## config.mk

```make
export PLATFORM = sky130hd
export DESIGN_NAME = uart_mv_rx
export DESIGN_NICKNAME = d
export VERILOG_FILES = /design/src/rtl/uart_mv_pkg.sv /design/src/rtl/uart_mv_sync.sv /design/src/rtl/uart_mv_vote.sv /design/src/rtl/uart_mv_ctrl.sv /design/src/rtl/uart_mv_rx.sv
export SDC_FILE = /design/constraint.sdc
export NUM_CORES = 1
export LEC_CHECK = 0
export BUFFER_PORTS_ARGS = -buffer_cell sky130_fd_sc_hd__buf_2
export CORE_MARGIN = 2
export CORE_UTILIZATION = 50
export CTS_CLUSTER_SIZE = 20
export DETAILED_ROUTE_END_ITERATION = 8
export PLACE_DENSITY = 0.75
export SYNTH_ARGS = -nofsm -noshare
export SYNTH_HDL_FRONTEND = slang
export SYNTH_SLANG_ARGS = --single-unit
export TNS_END_PERCENT = 30
```

## constraint.sdc

```tcl
create_clock -name clk -period 3.3 [get_ports clk]
set_input_delay 0.66 -clock clk [delete_from_list [all_inputs] [get_ports clk]]
set_output_delay 0.66 -clock clk [all_outputs]
set_load 0.01 [all_outputs]
```

## src/rtl/uart_mv_pkg.sv

```systemverilog
package uart_mv_pkg;
   typedef enum logic [2:0] {
      RX_IDLE  = 3'd0,
      RX_START = 3'd1,
      RX_DATA  = 3'd2,
      RX_STOP  = 3'd3,
      RX_GUARD = 3'd4
   } rx_state_e;
endpackage

```

## src/rtl/uart_mv_sync.sv

```systemverilog
module uart_mv_sync #(
   parameter int STAGES = 2
) (
   input  logic clk,
   input  logic rst_n,
   input  logic din,
   output logic dout
);
   generate
      if (STAGES < 1) begin : g_bad
         $error("uart_mv_sync: STAGES must be at least 1");
      end else if (STAGES == 1) begin : g_one
         logic q;
         always_ff @(posedge clk or negedge rst_n) begin
            if (!rst_n) q <= 1'b1;
            else        q <= din;
         end
         assign dout = q;
      end else begin : g_chain
         logic [STAGES-1:0] chain;
         always_ff @(posedge clk or negedge rst_n) begin
            if (!rst_n) chain <= '1;
            else        chain <= {chain[STAGES-2:0], din};
         end
         assign dout = chain[STAGES-1];
      end
   endgenerate
endmodule

```

## src/rtl/uart_mv_vote.sv

```systemverilog
module uart_mv_vote (
   input  logic clk,
   input  logic rst_n,
   input  logic cap_first,
   input  logic cap_mid,
   input  logic din,
   output logic maj
);
   logic s_a, s_b;

   always_ff @(posedge clk or negedge rst_n) begin
      if (!rst_n) begin
         s_a <= 1'b1;
         s_b <= 1'b1;
      end else begin
         if (cap_first) s_a <= din;
         if (cap_mid)   s_b <= din;
      end
   end

   // third sample is the live one on the deciding tick
   assign maj = (s_a & s_b) | (s_a & din) | (s_b & din);
endmodule

```

## src/rtl/uart_mv_ctrl.sv

```systemverilog
module uart_mv_ctrl
   import uart_mv_pkg::*;
#(
   parameter int OS_NORM   = 16,
   parameter int OS_DBL    = 8,
   parameter int MIN_BITS  = 5,
   parameter int MAX_BITS  = 10,
   parameter int DBL_GUARD = 1,
   localparam int CNT_W = $clog2(OS_NORM + 1),
   localparam int LEN_W = $clog2(MAX_BITS + 1),
   localparam int IDX_W = $clog2(MAX_BITS)
) (
   input  logic             clk,
   input  logic             rst_n,
   input  logic             tick,
   input  logic             rxd_s,
   input  logic             dbl_in,
   input  logic [LEN_W-1:0] len_in,
   input  logic             vote_bit,
   output logic             cap_first,
   output logic             cap_mid,
   output logic             frame_clr,
   output logic             data_ev,
   output logic             stop_ev,
   output logic [IDX_W-1:0] bit_idx,
   output logic             busy,
   output logic             cfg_dbl,
   output logic [LEN_W-1:0] cfg_len
);
   localparam int GW = $clog2(DBL_GUARD + 2);

   rx_state_e        st;
   logic [CNT_W-1:0] cnt, s_max, n_next, pos_f, pos_m, pos_l;
   logic [LEN_W-1:0] len_q, len_clamp;
   logic [IDX_W-1:0] bidx, last_idx;
   logic [GW-1:0]    gcnt;
   logic             dbl_q, active, samp, vote_ev, start_det;

   always_comb begin
      s_max  = dbl_q ? CNT_W'(OS_DBL) : CNT_W'(OS_NORM);
      pos_f  = s_max >> 1;
      pos_m  = pos_f + CNT_W'(1);
      pos_l  = pos_f + CNT_W'(2);
      n_next = (cnt == s_max) ? CNT_W'(1) : cnt + CNT_W'(1);
   end

   always_comb begin
      if (len_in < LEN_W'(MIN_BITS))      len_clamp = LEN_W'(MIN_BITS);
      else if (len_in > LEN_W'(MAX_BITS)) len_clamp = LEN_W'(MAX_BITS);
      else                                len_clamp = len_in;
   end

   assign active    = (st == RX_START) || (st == RX_DATA) || (st == RX_STOP);
   assign samp      = tick && active;
   assign cap_first = samp && (n_next == pos_f);
   assign cap_mid   = samp && (n_next == pos_m);
   assign vote_ev   = samp && (n_next == pos_l);
   assign start_det = tick && (st == RX_IDLE) && !rxd_s;
   assign frame_clr = start_det;
   assign data_ev   = vote_ev && (st == RX_DATA);
   assign stop_ev   = vote_ev && (st == RX_STOP);
   assign last_idx  = IDX_W'(len_q - LEN_W'(1));
   assign bit_idx   = bidx;
   assign busy      = (st != RX_IDLE);
   assign cfg_dbl   = dbl_q;
   assign cfg_len   = len_q;

   always_ff @(posedge clk or negedge rst_n) begin
      if (!rst_n) begin
         st    <= RX_IDLE;
         cnt   <= '0;
         bidx  <= '0;
         dbl_q <= 1'b0;
         len_q <= LEN_W'(MIN_BITS);
         gcnt  <= '0;
      end else begin
         case (st)
            RX_IDLE: begin
               if (start_det) begin
                  st    <= RX_START;
                  cnt   <= CNT_W'(1);
                  bidx  <= '0;
                  dbl_q <= dbl_in;
                  len_q <= len_clamp;
               end
            end
            RX_START: begin
               if (samp) cnt <= n_next;
               if (vote_ev) st <= vote_bit ? RX_IDLE : RX_DATA;
            end
            RX_DATA: begin
               if (samp) cnt <= n_next;
               if (vote_ev) begin
                  bidx <= bidx + IDX_W'(1);
                  if (bidx == last_idx) st <= RX_STOP;
               end
            end
            RX_STOP: begin
               if (samp) cnt <= n_next;
               if (vote_ev) begin
                  if (dbl_q && (DBL_GUARD > 0)) begin
                     st   <= RX_GUARD;
                     gcnt <= GW'(DBL_GUARD);
                  end else begin
                     st <= RX_IDLE;
                  end
               end
            end
            RX_GUARD: begin
               if (tick) begin
                  gcnt <= gcnt - GW'(1);
                  if (gcnt <= GW'(1)) st <= RX_IDLE;
               end
            end
            default: st <= RX_IDLE;
         endcase
      end
   end
endmodule

```

## src/rtl/uart_mv_rx.sv

```systemverilog
module uart_mv_rx #(
   parameter int OS_NORM     = 16,
   parameter int OS_DBL      = 8,
   parameter int MIN_BITS    = 5,
   parameter int MAX_BITS    = 10,
   parameter int SYNC_STAGES = 2,
   parameter int DBL_GUARD   = 1,
   localparam int LEN_W = $clog2(MAX_BITS + 1),
   localparam int IDX_W = $clog2(MAX_BITS)
) (
   input  logic                clk,
   input  logic                rst_n,
   input  logic                tick,
   input  logic                rxd,
   input  logic                dbl_speed,
   input  logic [LEN_W-1:0]    frame_len,
   output logic [MAX_BITS-1:0] rx_word,
   output logic                rx_valid,
   output logic                frame_err
);
   generate
      if (OS_NORM < 6 || OS_DBL < 6 || OS_DBL > OS_NORM) begin : g_bad_os
         $error("uart_mv_rx: oversampling factors out of range");
      end
      if ((OS_NORM % 2) != 0 || (OS_DBL % 2) != 0) begin : g_odd_os
         $error("uart_mv_rx: oversampling factors must be even");
      end
      if (MIN_BITS < 1 || MAX_BITS < MIN_BITS) begin : g_bad_len
         $error("uart_mv_rx: frame length bounds invalid");
      end
      if (DBL_GUARD < 0 || DBL_GUARD >= OS_DBL / 2) begin : g_bad_guard
         $error("uart_mv_rx: guard ticks out of range");
      end
   endgenerate

   logic             rxd_s, maj;
   logic             cap_first, cap_mid, frame_clr, data_ev, stop_ev;
   logic             ctl_busy, ctl_dbl;
   logic [LEN_W-1:0] ctl_len;
   logic [IDX_W-1:0] bit_idx;
   logic [MAX_BITS-1:0] word_acc;

   uart_mv_sync #(.STAGES(SYNC_STAGES)) u_sync (
      .clk (clk),
      .rst_n (rst_n),
      .din (rxd),
      .dout (rxd_s)
   );

   uart_mv_vote u_vote (
      .clk       (clk),
      .rst_n     (rst_n),
      .cap_first (cap_first),
      .cap_mid   (cap_mid),
      .din       (rxd_s),
      .maj       (maj)
   );

   uart_mv_ctrl #(
      .OS_NORM   (OS_NORM),
      .OS_DBL    (OS_DBL),
      .MIN_BITS  (MIN_BITS),
      .MAX_BITS  (MAX_BITS),
      .DBL_GUARD (DBL_GUARD)
   ) u_ctrl (
      .clk       (clk),
      .rst_n     (rst_n),
      .tick      (tick),
      .rxd_s     (rxd_s),
      .dbl_in    (dbl_speed),
      .len_in    (frame_len),
      .vote_bit  (maj),
      .cap_first (cap_first),
      .cap_mid   (cap_mid),
      .frame_clr (frame_clr),
      .data_ev   (data_ev),
      .stop_ev   (stop_ev),
      .bit_idx   (bit_idx),
      .busy      (ctl_busy),
      .cfg_dbl   (ctl_dbl),
      .cfg_len   (ctl_len)
   );

   // word assembly, LSB first
   always_ff @(posedge clk or negedge rst_n) begin
      if (!rst_n) begin
         word_acc <= '0;
      end else if (frame_clr) begin
         word_acc <= '0;
      end else if (data_ev) begin
         word_acc[bit_idx] <= maj;
      end
   end

   always_ff @(posedge clk or negedge rst_n) begin
      if (!rst_n) begin
         rx_word   <= '0;
         rx_valid  <= 1'b0;
         frame_err <= 1'b0;
      end else begin
         rx_valid <= stop_ev;
         if (stop_ev) begin
            rx_word   <= word_acc;
            frame_err <= ~maj;
         end
      end
   end
endmodule

```

==> metrics.log, run 1 <==
[metrics] layout overhead on the synthesized area: 8.53%
[metrics] maximum ir drop on the vdd rail: between 300 and 400 uV
[metrics] final weighted congestion in routability-driven placement: 0.804
[metrics] cell chosen for the clock root: clkbuf_8
[metrics] width of the die: between 70 and 80 microns
[metrics] die area: 0.00560 sq mm
[metrics] Pins Over Slew Limit: 0
[metrics] post-synthesis async set-or-reset flop share: 1.00
[metrics] flip-flop cell with the highest count after synthesis: dfrtp_1
[metrics] hold bufs inserted after CTS: 0
[metrics] run status: completed
[metrics] via count normalized by instance count: 5.38
[metrics] first-pass GRT wire length: 7510 microns
[metrics] total setup buffers inserted after CTS: 0
[metrics] Top Usage Layer GRT: met2
[metrics] post-detailed-route wirelength per cell: 14.1 microns
[metrics] Worst Hold End: u_sync.g_chain.chain[1]
[metrics] met2 track demand over resource in global routing: 0.264
[metrics] DRT iter0 DRCs: about 140
[metrics] number of global-route vias before repair: 1649
[metrics] largest cells by area after synthesis: dfrtp_1 39%, dfstp_2 6.3%, ha_1 5.5%, mux2_4 5.4%, nand2_1 4.2%
[metrics] minimum setup slack after placement: roughly 0.47 ns
[metrics] drt pass-1 iters: 4
[metrics] Worst EP required: 3.49 ns
[metrics] Post-synth top cells: 39 x dfrtp_1, 28 x nand2_1, 15 x nand3_1
[metrics] H-tree level count: 2
[metrics] DRC violations left: 0
[metrics] number of buffers added on ports: 20
[metrics] worst min-delay path class: reg -> reg
[metrics] flop and latch count out of synthesis: 45
[metrics] Peak Freq: 353 MHz
[metrics] Die H: 74.8 microns
[metrics] placeable core region: between 0.004 and 0.005 sq mm
[metrics] number of failing setup endpoints in the final timing report: 0
[metrics] TNS Setup: 0 ns
[metrics] clock insertion delay at the later pin of the skew report: roughly 0.30 ns
[metrics] number of warnings printed during yosys synthesis: 0
[metrics] cell area after synthesis: 0.00251 sq mm
[metrics] endpoint of the worst-slack reg-to-reg timing path: rx_word[0]
[metrics] worst slew margin relative to its limit: 0.352
[metrics] arrival time worst endpoint: 3.03 ns
[metrics] final critical path time including I/O delays and setup: 2.83 ns
[metrics] TritonCTS sink count: 45
[metrics] met1 demand-to-capacity share in global routing: 0.246
[metrics] slack of the worst reg-to-reg path: between 0.4 and 0.5 ns
[metrics] Power Dens Cells: 704 mW/mm^2
[metrics] unique cell type count in the Yosys netlist: 51
[metrics] fin util: 0.569
[metrics] vias post-DR: roughly 1800
[metrics] Routed Wire Length: 4580 microns
[metrics] hold path depth: 0
[metrics] Hold Vio Cnt, Final: 0
[metrics] GR Util All Layers: 0.176
[metrics] fraction of post-synthesis cell area in the top cell type by area: 0.389
[metrics] FF-to-FF path depth: 7
[metrics] post-synthesis instance total: 241
[metrics] final worst clock skew: 0.0118 ns
[metrics] maximum number of pins on one net before global-route repair: 46
[metrics] final antenna-violating net count: 0
[metrics] worst hold path startpoint: u_sync.g_chain.chain[0]
[metrics] net total in the final layout: 277
[metrics] M3 GR Usage: 0.0428
[metrics] clock tree from TritonCTS: done
[metrics] ports placed on the boundary: 21
[metrics] syn nets: 261
[metrics] critical path launch point type: flop
[metrics] sequential cell area fraction in the yosys report: 0.452
[metrics] static power due to leakage: 1.23 nW
[metrics] initial antenna violation count: 0
[metrics] portion of the clock cycle consumed by the worst path in the final layout: 0.859
[metrics] buffer depth of the longest clock path: 2
[metrics] post-detail-place hpwl: roughly 3300 microns
[metrics] Post-synth EDFFs: 0
[metrics] number of cell rows: 25
[metrics] library cell with the highest instance count after synthesis: dfrtp_1
[metrics] initial core utilization: 0.524
[metrics] max-cap check violation count: 0
[metrics] WS Path Type: reg -> reg
[metrics] Critical R2R Launch: u_ctrl.cnt[0]
[metrics] library cell with the largest summed area after synthesis: dfrtp_1
[metrics] biggest fanout along the worst timing path: 11
[metrics] Worst Setup End Kind: flop
[metrics] synthesized area per cell: 10.4 sq um
[metrics] unrepaired setup endpoints after global routing: false
[metrics] post-cts gate resize count: 0
[metrics] diode insertion count for antenna repair: 0
[metrics] number of buffers added by the clock tree synthesis step: 5
[metrics] remaining global-route overflow: 0
[metrics] Clk pin slew, worst setup/hold paths: 0.09 ns
[metrics] fraction of layout cells with a size suffix above 1: 0.236
[metrics] post-layout worst setup margin: 0.467 ns
[metrics] transition time of the tightest slew-check pin: 0.972 ns
==> critical path: stages (launching register included) <==
cell and delay [ns]:
dfrtp_1 0.49, ha_1 0.32, a211o_1 0.29, o2111ai_1 0.10, o21ai_1 0.16, or3_1 0.57, nor2_4 0.41, mux2_2 0.39
==> where the power goes <==
part | internal (mW) | total (mW) | switching (mW)
Combinational | 0.300 | 0.702 | 0.402
Clock | 0.153 | 0.357 | 0.204
Sequential | 0.685 | 0.858 | 0.174
==> how the worst max path moves through the flow <==
stage / slack (ns) / start / cells past startpoint / endpoint
floorplan: 0.90 / u_ctrl.cnt[0] / 9 / rx_word[1]
global placement: 0.58 / u_ctrl.cnt[0] / 7 / rx_word[0]
detailed placement: 0.47 / u_ctrl.cnt[0] / 7 / rx_word[0]
CTS: 0.46 / u_ctrl.cnt[0] / 7 / rx_word[0]
global route: 0.27 / u_ctrl.cnt[0] / 7 / rx_word[0]
finish: 0.47 / u_ctrl.cnt[0] / 7 / rx_word[0]
==> layout make-up <==
class / instances / area, sq um
Clock buffer: 5 / 68.8
Fill cell: 426 / 2060
Sequential cell: 45 / 1130
Clock inverter: 3 / 25.0
Multi-Input combinational cell: 170 / 1250
Tap cell: 67 / 83.8
Timing Repair Buffer: 22 / 115
Inverter: 13 / 48.8
==> metal layers <==
metal  share of wire  up-vias
li1                -      878
met3           0.029        8
met5               0        -
met4           0.016        0
met1            0.51      828
met2            0.45       36
==> state kept, by name (all words and copies together), names as in the netlist, 2 cells and up <==
| signal | flops |
|---|---|
| u_ctrl.gcnt | 2 |
| u_ctrl.cnt | 5 |
| u_ctrl.bit_idx | 4 |
| u_sync.g_chain.chain | 2 |
| word_acc | 10 |
| u_ctrl.st | 3 |
| u_ctrl.cfg_len | 4 |
| rx_word | 10 |
==> stage by stage <==
stage          cells  area [sq um]  hold WS, ns  power, mW
6_report         325          2720        0.358       1.92
3_3_place_gp     317          2630        0.346       1.54
4_1_cts          325          2720        0.360       1.92
5_1_grt          325          2720        0.363       2.06
3_5_place_dp     317          2630        0.347       1.57
2_1_floorplan    241          2510        0.345       1.42
==> cell usage in the layout (no fill, tap or decap), types with 2 or more instances in the layout <==
master | netlist | routed
dfrtp_1 | 39 | 39
o2bb2ai_1 | 2 | 2
nor2b_1 | 4 | 4
maj3_1 | 2 | 2
mux2_4 | 9 | 9
buf_2 | 5 | 20
a21oi_1 | 8 | 8
dfstp_2 | 6 | 6
o21ai_0 | 12 | 12
nand4_1 | 7 | 7
nor2_1 | 9 | 9
buf_4 | 0 | 2
o31ai_1 | 6 | 6
nor3_1 | 6 | 6
nand2_1 | 28 | 28
mux2i_1 | 6 | 6
o22ai_1 | 2 | 2
clkbuf_8 | 0 | 5
and2_1 | 3 | 3
xnor2_1 | 8 | 8
ha_1 | 11 | 11
o21ai_1 | 3 | 3
inv_1 | 13 | 13
mux2_2 | 4 | 4
nand3_1 | 15 | 15
==> cells by family after synthesis <==
group | after synthesis | share of synthesized area
AND/OR/NAND/NOR | 86 | 0.188
flip-flops | 45 | 0.452
AO/OA/AOI/OAI | 44 | 0.123
buffers and inverters | 26 | 0.0509
multiplexers | 19 | 0.0958
adder cells (fa/ha/maj) | 13 | 0.0628
XOR/XNOR | 8 | 0.0279
Note: power is estimated with default switching activity, not from simulation.
==> inputs of run 2 (changes only) <==
CAP_MARGIN = 20   (was unset)
CTS_BUF_LIST = sky130_fd_sc_hd__clkbuf_4   (was unset)
REMOVE_ABC_BUFFERS = 1   (was unset)
==> run 2 against run 1 <==
  * Register-to-register slack improved by 0.03 ns
  * Final area shrank 0.14%
  * Via count is 1.1% higher
  * Non-clock buffer count is 1 higher
  * Utilization down 0.078 points
  * Critical path depth is the same
  * Global-route usage up 0.36 points
  * Cell count up 0.31%
  * Sequential power about the same
  * Worst setup slack better by 0.030 ns
  * Hold slack got worse by 0.11 ns
==> metrics.log, run 2 (synthesis gave the netlist of run 1 again) <==
[metrics] fin cells: 326
[metrics] number of buffers added on ports: 20
[metrics] max-cap check violation count: 0
[metrics] final weighted congestion in routability-driven placement: a little under 0.8
[metrics] clock tree from TritonCTS: done
[metrics] biggest fanout along the worst timing path: 11
[metrics] run status: completed
[metrics] top library cells by usage in the layout, fill and taps aside: 39 x dfrtp_1, 28 x nand2_1, 20 x buf_2, 15 x nand3_1, 13 x inv_1
[metrics] endpoint of the worst-slack reg-to-reg timing path: rx_word[0]
[metrics] number of failing setup endpoints in the final timing report: 0
[metrics] Peak Freq: about 360 MHz
[metrics] critical path launch point type: flop
[metrics] Worst EP required: 3.57 ns
[metrics] post-cts gate resize count: 0
[metrics] number of buffers added by the clock tree synthesis step: 5
[metrics] cell chosen for the clock root: clkbuf_4
[metrics] net load switching power: 0.764 mW
[metrics] TNS Setup: 0 ns
[metrics] cell area after layout: 0.00272 sq mm
[metrics] via count normalized by instance count: 5.43
[metrics] DRC violations left: 0
[metrics] width of the die: 74.8 microns
[metrics] Routed Wire Length: 4340 microns
[metrics] vias post-DR: between 1500 and 2000
[metrics] leading cell type in the layout, fill and taps excluded: dfrtp_1
[metrics] initial antenna violation count: 0
[metrics] static power due to leakage: 1.23 nW
[metrics] post-detail-place hpwl: 3030 microns
[metrics] final critical path time including I/O delays and setup: 2.80 ns
[metrics] diode insertion count for antenna repair: 0
[metrics] Die H: ~75 microns
[metrics] Flop pwr share: 0.466
[metrics] worst min-delay path class: in -> async
[metrics] die area: 0.00560 sq mm
[metrics] Power Dens Cells: 676 mW/mm^2
[metrics] WS Path Type: reg -> reg
[metrics] maximum number of pins on one net before global-route repair: 46
[metrics] TritonCTS sink count: 45
[metrics] layout overhead on the synthesized area: 8.38%
[metrics] fraction of layout cells with a size suffix above 1: 0.239
[metrics] placeable core region: 0.00479 sq mm
[metrics] slack of the worst reg-to-reg path: 0.50 ns
[metrics] Worst Setup End Kind: flop
[metrics] remaining global-route overflow: 0
[metrics] H-tree level count: 2
[metrics] number of cell rows: 25
[metrics] arrival time worst endpoint: 3.08 ns
[metrics] worst slew margin relative to its limit: 0.561
[metrics] total setup buffers inserted after CTS: 0
[metrics] post-detailed-route wirelength per cell: 13.3 microns
[metrics] buffer depth of the longest clock path: 2
[metrics] clock insertion delay at the later pin of the skew report: 0.37 ns
[metrics] Clk pin slew, worst setup/hold paths: 0.15 ns
[metrics] internal power: 1.07 mW
[metrics] final worst clock skew: about 0.013 ns
[metrics] Pins Over Slew Limit: 0
[metrics] placed insts: 317
[metrics] net total in the final layout: 278
[metrics] clock share of power: 0.155
[metrics] logic gate share of total power: 0.379
[metrics] initial core utilization: 0.524
[metrics] total of fill cells in the finished design: 417
[metrics] portion of the clock cycle consumed by the worst path in the final layout: 0.849
[metrics] drt pass-1 iters: 4
[metrics] net switching share of the total power: 0.416
[metrics] number of global-route vias before repair: ~1600
[metrics] FF-to-FF path depth: 7
[metrics] unrepaired setup endpoints after global routing: false
[metrics] maximum ir drop on the vdd rail: 292 uV
[metrics] Placed Area: approximately 0.0026 sq mm
[metrics] hold bufs inserted after CTS: 0
[metrics] Regs by FF count: rx_word x10, word_acc x10, u_ctrl.cnt x5
[metrics] first-pass GRT wire length: 7580 microns
[metrics] GR Util All Layers: 0.179
[metrics] final antenna-violating net count: 0
[metrics] ports placed on the boundary: 21
[metrics] Hold Vio Cnt, Final: 0
[metrics] transition time of the tightest slew-check pin: 0.653 ns
[metrics] Critical R2R Launch: u_ctrl.cnt[0]
[metrics] post-route worst hold slack: 0.244 ns
[metrics] DRT iter0 DRCs: 75
-- run 2: power groups by stage --
stage / combinational [mW] / clock [mW] / sequential (mW)
3_5_place_dp: 0.693 / 0 / 0.866
3_3_place_gp: 0.683 / 0 / 0.858
4_1_cts: 0.699 / 0.288 / 0.854
2_1_floorplan: 0.562 / 0 / 0.827
6_report: 0.696 / 0.285 / 0.856
5_1_grt: 0.799 / 0.317 / 0.880
-- run 2: layer usage --
layer / global-route usage / wire length, microns
met5: 0 / 0
met3: 0.0402 / 161
met2: 0.264 / 1980
met1: 0.259 / 2140
met4: 0.0694 / 59
-- run 2: area by class of cell --
type,instances,area (sq um),area share
clock inverters,3,25.0,0.00920
inverters,13,48.8,0.0179
repair buffers,23,143,0.0525
flip-flops and latches,45,1130,0.417
multi-input cells,170,1250,0.459
clock buffers,5,37.5,0.0138
well taps,67,83.8,0.0308
-- run 2: worst max-delay path, cell delays in order (launching register included) --
cell and delay [ns]:
dfrtp_1 0.50, ha_1 0.31, a211o_1 0.29, o2111ai_1 0.09, o21ai_1 0.15, or3_1 0.57, nor2_4 0.42, mux2_2 0.38
-- run 2: worst max path at each step --
stage	slack, ns	start	end	cells after the start
after floorplan	0.75	u_ctrl.cnt[0]	rx_word[0]	7
after global placement	0.57	u_ctrl.cnt[0]	rx_word[0]	7
after detailed placement	0.50	u_ctrl.cnt[0]	rx_word[0]	7
after CTS	0.49	u_ctrl.cnt[0]	rx_word[0]	7
after global routing	0.29	u_ctrl.cnt[0]	rx_word[0]	7
final	0.50	u_ctrl.cnt[0]	rx_word[0]	7
-- run 2: stage by stage --
stage | util | setup slack [ns] | power, mW
finish | 0.568 | 0.497 | 1.84
detailed placement | 0.549 | 0.502 | 1.56
global placement | 0.549 | 0.570 | 1.54
floorplan | - | 0.749 | 1.39
CTS | 0.562 | 0.490 | 1.84
global route | 0.568 | 0.289 | 2.00
==> inputs of run 3 (changes only) <==
clock period = 2.8 ns   (was 3.3 ns; I/O delays follow)
==> run 3 against run 2 <==
  * Critical path depth is the same
  * Register-to-register slack got worse by 0.25 ns
  * First-iteration DRC count is 9.3% lower
  * Clock skew down 0.0053 ns
  * Die area unchanged
  * Non-clock buffer count rose by 6
  * Cell count grew 1.8%
  * Global-route usage up 0.33 points
  * Power rose by 18%
  * Final area up 2.0%
  * Flip-flop and latch count stayed put
  * Utilization is 1.2 points higher
  * Critical path type unchanged
  * Largest cell class unchanged
  * Highest routed layer unchanged
==> metrics.log, run 3 (synthesis gave the netlist of run 1 again) <==
[metrics] run status: completed
[metrics] number of buffers added on ports: 20
[metrics] WS Path Type: reg -> reg
[metrics] H-tree level count: 2
[metrics] post-layout worst setup margin: approximately 0.25 ns
[metrics] clock insertion delay at the later pin of the skew report: 0.35 ns
[metrics] total setup buffers inserted after CTS: 0
[metrics] Routed Wire Length: 4620 microns
[metrics] fin util: 0.580
[metrics] remaining global-route overflow: 0
[metrics] via count normalized by instance count: 5.39
[metrics] ports placed on the boundary: 21
[metrics] Placed Area: 0.00269 sq mm
[metrics] Die H: 74.8 microns
[metrics] top library cells by usage in the layout, fill and taps aside: 39 x dfrtp_1, 28 x nand2_1, 20 x buf_2, 15 x nand3_1, 13 x inv_1
[metrics] Regs by FF count: rx_word x10, word_acc x10, u_ctrl.cnt x5
[metrics] final antenna-violating net count: 0
[metrics] Total Power Consumption: 2.17 mW
[metrics] final weighted congestion in routability-driven placement: 0.815
[metrics] die area: 0.00560 sq mm
[metrics] max-cap check violation count: 0
[metrics] number of failing setup endpoints in the final timing report: 0
[metrics] post-cts gate resize count: 0
[metrics] post-route worst hold slack: about 0.17 ns
[metrics] final worst clock skew: 0.00815 ns
[metrics] cell chosen for the clock root: clkbuf_4
[metrics] critical path launch point type: flop
[metrics] TNS Setup: 0 ns
[metrics] diode insertion count for antenna repair: 0
[metrics] maximum ir drop on the vdd rail: 385 uV
[metrics] drt pass-1 iters: 4
[metrics] placeable core region: 0.00479 sq mm
[metrics] biggest fanout along the worst timing path: 9
[metrics] FF-to-FF path depth: 7
[metrics] arrival time worst endpoint: ~2.8 ns
[metrics] worst min-delay path class: in -> async
[metrics] Power Dens Cells: just under 800 mW/mm^2
[metrics] Clk pin slew, worst setup/hold paths: 0.13 ns
[metrics] endpoint of the worst-slack reg-to-reg timing path: word_acc[3]
[metrics] width of the die: 74.8 microns
[metrics] transition time of the tightest slew-check pin: between 0.5 and 0.6 ns
[metrics] number of buffers added by the clock tree synthesis step: 5
[metrics] Peak Freq: roughly 400 MHz
[metrics] minimum setup slack after placement: 0.149 ns
[metrics] post-detailed-route wirelength per cell: 13.9 microns
[metrics] Critical R2R Launch: u_ctrl.cnt[0]
[metrics] fraction of layout cells with a size suffix above 1: 0.257
[metrics] post-detail-place hpwl: 3290 microns
[metrics] cell area after layout: around 0.0028 sq mm
[metrics] Hold Vio Cnt, Final: 0
[metrics] number of cell rows: 25
[metrics] net total in the final layout: approximately 280
[metrics] TritonCTS sink count: 45
[metrics] unrepaired setup endpoints after global routing: false
[metrics] maximum number of pins on one net before global-route repair: between 40 and 50
[metrics] fin cells: about 330
[metrics] GR Util All Layers: 0.183
[metrics] vias post-DR: 1791
[metrics] portion of the clock cycle consumed by the worst path in the final layout: 0.912
[metrics] worst slew margin relative to its limit: 0.644
[metrics] Worst EP required: 3.08 ns
[metrics] DRC violations left: 0
[metrics] Pins Over Slew Limit: 0
[metrics] layout overhead on the synthesized area: 10.6%
[metrics] leading cell type in the layout, fill and taps excluded: dfrtp_1
[metrics] final critical path time including I/O delays and setup: 2.55 ns
[metrics] clock tree from TritonCTS: done
[metrics] buffer depth of the longest clock path: 2
[metrics] placed insts: about 320
[metrics] slack of the worst reg-to-reg path: 0.25 ns
[metrics] DRT iter0 DRCs: 68
[metrics] initial antenna violation count: 0
[metrics] first-pass GRT wire length: 7830 microns
[metrics] number of global-route vias before repair: 1660
[metrics] hold bufs inserted after CTS: 0
[metrics] static power due to leakage: 1.27 nW
[metrics] initial core utilization: 0.524
[metrics] Worst Setup End Kind: flop
-- run 3: layout make-up --
type                       instances  area, sq um
fill                             421         2010
multi-input combinational        170         1250
sequential                        45         1130
timing repair buffer              29          200
tap                               67         83.8
inverter                          13         48.8
clock buffer                       5         37.5
clock inverter                     3         17.5
-- run 3: worst max path at each step --
stage / start / end / slack, ns
final: u_ctrl.cnt[0] / word_acc[3] / 0.25
after global routing: u_ctrl.cnt[0] / word_acc[3] / 0.07
after CTS: u_ctrl.cnt[0] / rx_word[0] / 0.13
after detailed placement: u_ctrl.cnt[0] / rx_word[0] / 0.15
after global placement: u_ctrl.cnt[0] / rx_word[0] / 0.20
after floorplan: u_ctrl.cnt[0] / rx_word[0] / 0.25
-- run 3: critical path: stages (launching register included) --
cell and delay, ns:
dfrtp_1 0.50, ha_1 0.31, a211o_1 0.28, o2111ai_1 0.09, o21ai_1 0.15, or4_1 0.73
nor4_4 0.21, mux2i_1 0.21
-- run 3: power by group --
group          switching, mW  total [mW]  internal [mW]
Clock                  0.208       0.304         0.0955
Sequential             0.203        1.01          0.806
Combinational          0.483       0.857          0.374
-- run 3: routing by layer --
metal	up-vias	part of all wire	global-route usage
met1	865	0.49	0.260
met3	5	0.022	0.0335
met5	-	0	0
met2	22	0.47	0.282
met4	0	0.014	0.0635
li1	899	-	-
